**src/rtl/irq_chain_pkg.sv**
```systemverilog
// Shared register address encoding for the interrupt unit.
package irq_chain_pkg;
    typedef enum logic [1:0] {
        REG_RAW  = 2'd0,   // raw status read, write-1-to-clear
        REG_MSKD = 2'd1,   // masked status, read only
        REG_MASK = 2'd2,   // source enable mask
        REG_VEC  = 2'd3    // acknowledge vector byte
    } irq_reg_e;
endpackage

```
**src/rtl/irq_src_latch.sv**
```systemverilog
// Sticky status register. Each bit latches its event input. The break bit
// instead latches on any level change of the break line.
// Assumes: all inputs synchronous to clk; a set wins over a same-cycle clear.
module irq_src_latch #(
    parameter int NSRC    = 8,
    parameter int BRK_BIT = 6
) (
    input  logic            clk,
    input  logic            rst_n,
    input  logic [NSRC-1:0] src_evt,
    input  logic            rx_break,
    input  logic            clr_en,
    input  logic [NSRC-1:0] clr_bits,
    output logic [NSRC-1:0] status
);
    logic            brk_q;
    logic            brk_edge;
    logic [NSRC-1:0] set_vec;
    logic [NSRC-1:0] clr_vec;

    // Remember the previous break level for transition detection.
    always_ff @(posedge clk) begin
        if (!rst_n) brk_q <= 1'b0;
        else        brk_q <= rx_break;
    end

    assign brk_edge = rx_break ^ brk_q;
    assign clr_vec  = clr_en ? clr_bits : '0;

    // Substitute the break transition for the event input at BRK_BIT.
    always_comb begin
        set_vec          = src_evt;
        set_vec[BRK_BIT] = brk_edge;
    end

    // Sticky status: set dominates clear.
    always_ff @(posedge clk) begin
        if (!rst_n) status <= '0;
        else        status <= (status & ~clr_vec) | set_vec;
    end
endmodule

```
**src/rtl/irq_regs.sv**
```systemverilog
// Software-visible register file: mask and vector storage, status clear
// decode and the read multiplexer.
// Assumes: single-cycle accesses; reads are combinational from the address.
module irq_regs
    import irq_chain_pkg::*;
#(
    parameter int          DATA_W  = 8,
    parameter logic [7:0]  VEC_RST = 8'h0F
) (
    input  logic              clk,
    input  logic              rst_n,
    input  logic              cpu_sel,
    input  logic              cpu_wr,
    input  logic [1:0]        cpu_addr,
    input  logic [DATA_W-1:0] cpu_wdata,
    input  logic [DATA_W-1:0] status,
    output logic [DATA_W-1:0] cpu_rdata,
    output logic [DATA_W-1:0] mask,
    output logic [DATA_W-1:0] vector,
    output logic              clr_en,
    output logic [DATA_W-1:0] clr_bits
);
    irq_reg_e reg_sel;
    logic     wr_go;

    assign reg_sel  = irq_reg_e'(cpu_addr);
    assign wr_go    = cpu_sel & cpu_wr;
    assign clr_en   = wr_go && (reg_sel == REG_RAW);
    assign clr_bits = cpu_wdata;

    // Mask and vector storage; the masked-status address is read only.
    always_ff @(posedge clk) begin
        if (!rst_n) begin
            mask   <= '0;
            vector <= VEC_RST[DATA_W-1:0];
        end else if (wr_go) begin
            if (reg_sel == REG_MASK) mask   <= cpu_wdata;
            if (reg_sel == REG_VEC)  vector <= cpu_wdata;
        end
    end

    // Read multiplexer.
    always_comb begin
        unique case (reg_sel)
            REG_RAW:  cpu_rdata = status;
            REG_MSKD: cpu_rdata = status & mask;
            REG_MASK: cpu_rdata = mask;
            REG_VEC:  cpu_rdata = vector;
            default:  cpu_rdata = '0;
        endcase
    end
endmodule

```
**src/rtl/irq_chain_link.sv**
```systemverilog
// Priority chain stage: request gating, enable pass-through, acknowledge
// vector drive and the in-service flag.
// Assumes: rti is a one-cycle strobe and takes priority over a same-cycle ack.
module irq_chain_link #(
    parameter int DATA_W = 8
) (
    input  logic              clk,
    input  logic              rst_n,
    input  logic              pending,
    input  logic              ien_in,
    input  logic              iack_n,
    input  logic              rti,
    input  logic [DATA_W-1:0] vector,
    output logic              irq_n,
    output logic              ien_out,
    output logic              vec_oe,
    output logic [DATA_W-1:0] vec_data,
    output logic              in_svc
);
    logic ack_ok;

    assign ack_ok   = ~iack_n & ien_in & pending;
    assign irq_n    = ~(pending & ien_in);
    assign ien_out  = ien_in & ~pending & ~in_svc;
    assign vec_oe   = ack_ok;
    assign vec_data = ack_ok ? vector : '0;

    // In-service flag: entered on an accepted ack, left on the return strobe.
    always_ff @(posedge clk) begin
        if (!rst_n)      in_svc <= 1'b0;
        else if (rti)    in_svc <= 1'b0;
        else if (ack_ok) in_svc <= 1'b1;
    end
endmodule

```
**src/rtl/irq_chain_ctrl.sv**
```systemverilog
// Top level of the maskable interrupt unit with a priority chain.
// Assumes: all inputs synchronous to clk; synchronous active-low reset.
module irq_chain_ctrl #(
    parameter int         DATA_W  = 8,
    parameter int         BRK_BIT = 6,
    parameter logic [7:0] VEC_RST = 8'h0F
) (
    input  logic              clk,
    input  logic              rst_n,
    input  logic [DATA_W-1:0] src_evt,
    input  logic              rx_break,
    input  logic              cpu_sel,
    input  logic              cpu_wr,
    input  logic [1:0]        cpu_addr,
    input  logic [DATA_W-1:0] cpu_wdata,
    output logic [DATA_W-1:0] cpu_rdata,
    input  logic              ien_in,
    output logic              ien_out,
    output logic              irq_n,
    input  logic              iack_n,
    input  logic              rti,
    output logic              vec_oe,
    output logic [DATA_W-1:0] vec_data
);
    localparam int NSRC = DATA_W;

    logic [NSRC-1:0] status_q;
    logic [NSRC-1:0] mask_q;
    logic [NSRC-1:0] vector_q;
    logic [NSRC-1:0] clr_bits;
    logic            clr_en;
    logic            pending;
    logic            in_svc;

    assign pending = |(status_q & mask_q);

    irq_src_latch #(.NSRC(NSRC), .BRK_BIT(BRK_BIT)) u_latch (
        .clk(clk), .rst_n(rst_n), .src_evt(src_evt), .rx_break(rx_break),
        .clr_en(clr_en), .clr_bits(clr_bits), .status(status_q)
    );

    irq_regs #(.DATA_W(DATA_W), .VEC_RST(VEC_RST)) u_regs (
        .clk(clk), .rst_n(rst_n), .cpu_sel(cpu_sel), .cpu_wr(cpu_wr),
        .cpu_addr(cpu_addr), .cpu_wdata(cpu_wdata), .status(status_q),
        .cpu_rdata(cpu_rdata), .mask(mask_q), .vector(vector_q),
        .clr_en(clr_en), .clr_bits(clr_bits)
    );

    irq_chain_link #(.DATA_W(DATA_W)) u_link (
        .clk(clk), .rst_n(rst_n), .pending(pending), .ien_in(ien_in),
        .iack_n(iack_n), .rti(rti), .vector(vector_q), .irq_n(irq_n),
        .ien_out(ien_out), .vec_oe(vec_oe), .vec_data(vec_data),
        .in_svc(in_svc)
    );
endmodule

```
**config.mk**
```make
export PLATFORM = sky130hd
export DESIGN_NAME = irq_chain_ctrl
export DESIGN_NICKNAME = d
export VERILOG_FILES = /design/src/rtl/irq_chain_pkg.sv /design/src/rtl/irq_src_latch.sv /design/src/rtl/irq_regs.sv /design/src/rtl/irq_chain_link.sv /design/src/rtl/irq_chain_ctrl.sv
export SDC_FILE = /design/constraint.sdc
export NUM_CORES = 1
export LEC_CHECK = 0
export ABC_AREA = 1
export BUFFER_PORTS_ARGS = -buffer_cell sky130_fd_sc_hd__buf_2
export CORE_MARGIN = 2
export CORE_UTILIZATION = 40
export DETAILED_ROUTE_END_ITERATION = 10
export PLACE_DENSITY = 0.73
export SLEW_MARGIN = 20
export SYNTH_ARGS = -nofsm -noshare
export SYNTH_HDL_FRONTEND = slang
export SYNTH_SLANG_ARGS = --single-unit
```
**constraint.sdc**
```tcl
create_clock -name clk -period 3.05 [get_ports clk]
set_input_delay 0.7625 -clock clk [delete_from_list [all_inputs] [get_ports clk]]
set_output_delay 0.7625 -clock clk [all_outputs]
set_load 0.05 [all_outputs]
```
==> impl_metrics.tcl <==
set metrics [dict create \
    worstPathRequired_ns 2.29 \
    path_common_cell "nand2_1" \
    drv_cap 0 \
    die_y_um 59.7 \
    cts_max_level 1 \
    n_fill_cell 325 \
    ys_warn_count 0 \
    syn_area_sq_mm 0.00124 \
    cp_cell_sequence "nand2_1, nand2_1, nor2_1, nand2_1, nand2_1, nor2_1, buf_2" \
    cts_made_buffers 3 \
    finalSetupViolations 0 \
    clk_latency_ns 0.33 \
    die_area_sq_mm 0.00357 \
    yosysTopAreaCell "dfxtp_1" \
    drcViolationCount 0 \
    yosys-top-cells-area "dfxtp_1 (42%), nand2_1 (10%), nor2_1 (9.1%), a21oi_1 (7.7%), o21ai_0 (7.3%)" \
    tightest_slew_ns 0.548 \
    io_buffers 43 \
    layout-drive-gt1-share_pct 24.7 \
    period_minus_slack_ns 2.53 \
    cts_buffer_depth 2 \
    place_ws_ns 0.554 \
    powerDensity_mw_per_mm2 452 \
    synth.ff_latch_count 26 \
    synthTopCellsByCount "nand2_1 (34), nor2_1 (30), dfxtp_1 (26), inv_1 (20), a21oi_1 (19)" \
    vias 1332 \
    cts_root_buf "clkbuf_4" \
    synth_edf_count 0 \
    place_congestion 0.755 \
    finClkSkew_ns 0.00124 \
    overflow 0 \
    finalHoldViolCount 0 \
    synth_seq_area_share_pct 41.9 \
    viasPerCell 5.12 \
    antenna_found_initial 0 \
    grt_first_pass_wirelength_um 4950 \
    slew_violations 0 \
    cp-end-kind "output port" \
    initial_core_util_pct 41.4 \
    finalCritPeriodShare_pct 82.9 \
    drtAntennaViolNets 0 \
    timing.slew.headroom_pct 63.4 \
    hp-class "reg -> reg" \
    grt_setup_unrepaired "no" \
    wl_per_cell_um 12.3 \
    max_freq_ghz 0.395 \
    crit_arrival_ns 1.77 \
    cts_setup_buffers 0 \
    ys.flop_type "dfxtp_1" \
    yosysMostFrequentCell "nand2_1" \
    detail_route.first_pass.iterations 4 \
    wl_um 3190 \
    clock_sinks 26 \
    cpMaxStageDelayCell "dfxtp_1" \
    criticalPathCategory "reg -> out" \
    critPathMaxFanout 10 \
    die_x_um 59.7 \
    avgSynthCellArea_sq_um 6.83 \
    setup-tns-final_ns 0 \
    gr-usage-all-layers_pct 18.9 \
    hpwl_um 2230 \
    hold_path_depth 2 \
    async_flop_share_pct 0 \
    first_global_vias 1134 \
    syn_inst 182 \
    antenna_cells 0 \
    ff2ff_path_depth 6 \
    ir_worst_vdd_uv 193 \
    layout-area-overhead-vs-synth_pct 23.2 \
    io_pins 45 \
    cts_tree "yes" \
    clk_pin_slew_ns 0.14 \
    setup_slack_ns 0.521 \
    status "finished, final reports clean" \
    dpl_cell_area_sq_mm 0.00149 \
    synth_nets 208 \
    cts_hold_buf 0 \
    final_util_pct 51.0 \
    synth.distinct_cells 19 \
    drt_iter0_markers 36 \
    design_area_sq_mm 0.00153 \
    ctsResizeCount 0 \
    nNetsFinal 254 \
    grt_max_degree 16 \
    rows 20 \
    core_area_sq_mm 0.00300 \
    leakagePower_uw 0.000747 \
    hold-worst-slack_ns 0.457 \
    cpPeakStageDelay_ns 0.40 \
    synth_top_cell_area_share_pct 41.9 \
    cp-start-kind "flop" \
]
-- power breakdown --
| part | leakage (uW) | internal (uW) | switching, uW |
|---|---|---|---|
| registers | 0.000214 | 356 | 12.2 |
| logic | 0.000513 | 42.3 | 99.9 |
| clock network | 0.0000210 | 73.2 | 107 |
-- routing by layer --
layer  vias to the layer above  part of all wire, %  GRT usage, %
met5                         -                    0             0
met4                         0                  1.6          7.62
met3                         5                  6.6          3.25
met2                        42                   45          32.0
met1                       594                   47          23.7
li1                        691                    -             -
-- cells in the final DEF (no fill, tap or decap) --
cell type,synthesis,final
a21oi_1,19,19
buf_2,1,43
buf_4,1,2
clkbuf_4,0,3
clkbuf_8,0,1
clkinv_2,1,1
dfxtp_1,26,26
inv_1,20,20
nand2_1,34,34
nand2_2,2,2
nand3_1,14,14
nor2_1,30,30
nor2_2,2,2
nor2_4,1,1
nor3_1,1,1
o2111ai_1,8,8
o21ai_0,18,18
or2_2,1,1
xnor2_1,1,1
-- cells by family (layout without fill, tap and decap cells) --
group,Yosys count,after routing,synth area share (%)
AND/OR/NAND/NOR,85,85,28.8
AO/OA/AOI/OAI,45,45,20.5
flip-flops,26,26,41.9
buffers and inverters,25,70,8.06
XOR/XNOR,1,1,0.705
-- area by class of cell --
type / count / area [sq um] / area share (%)
Multi-Input combinational cell: 131 / 622 / 40.6
Inverter: 21 / 80.1 / 5.23
Sequential cell: 26 / 520 / 34.0
Clock buffer: 4 / 36.3 / 2.37
Tap cell: 33 / 41.3 / 2.70
Timing Repair Buffer: 45 / 230 / 15.0
-- state kept, by name, summed over array words and instances (netlist names) --
register,flops
u_latch.status,8
u_link.in_svc,1
u_regs.mask,8
u_regs.vector,8
u_latch.brk_q,1
-- path summary, 6_finish.rpt --
path / start / to / slack (ns)
min reg2reg: u_link.in_svc / u_link.in_svc / 0.46
max reg2reg: u_latch.status[6] / u_link.in_svc / 1.80
min: u_link.in_svc / u_link.in_svc / 0.46
max: u_latch.status[6] / vec_data[7] / 0.52
-- critical path: cells and delay by family, from the launching register on --
family        cells  cell delay [ns]
flops             1             0.40
simple gates      6             0.76
buf+inv           1             0.28
-- through the flow --
| step | total power, uW | cells |
|---|---|---|
| CTS | 693 | 260 |
| global route | 724 | 260 |
| global placement | 516 | 256 |
| floorplan | 470 | 182 |
| detailed placement | 518 | 256 |
| finish | 691 | 260 |
(Power assumes the default switching activity.)
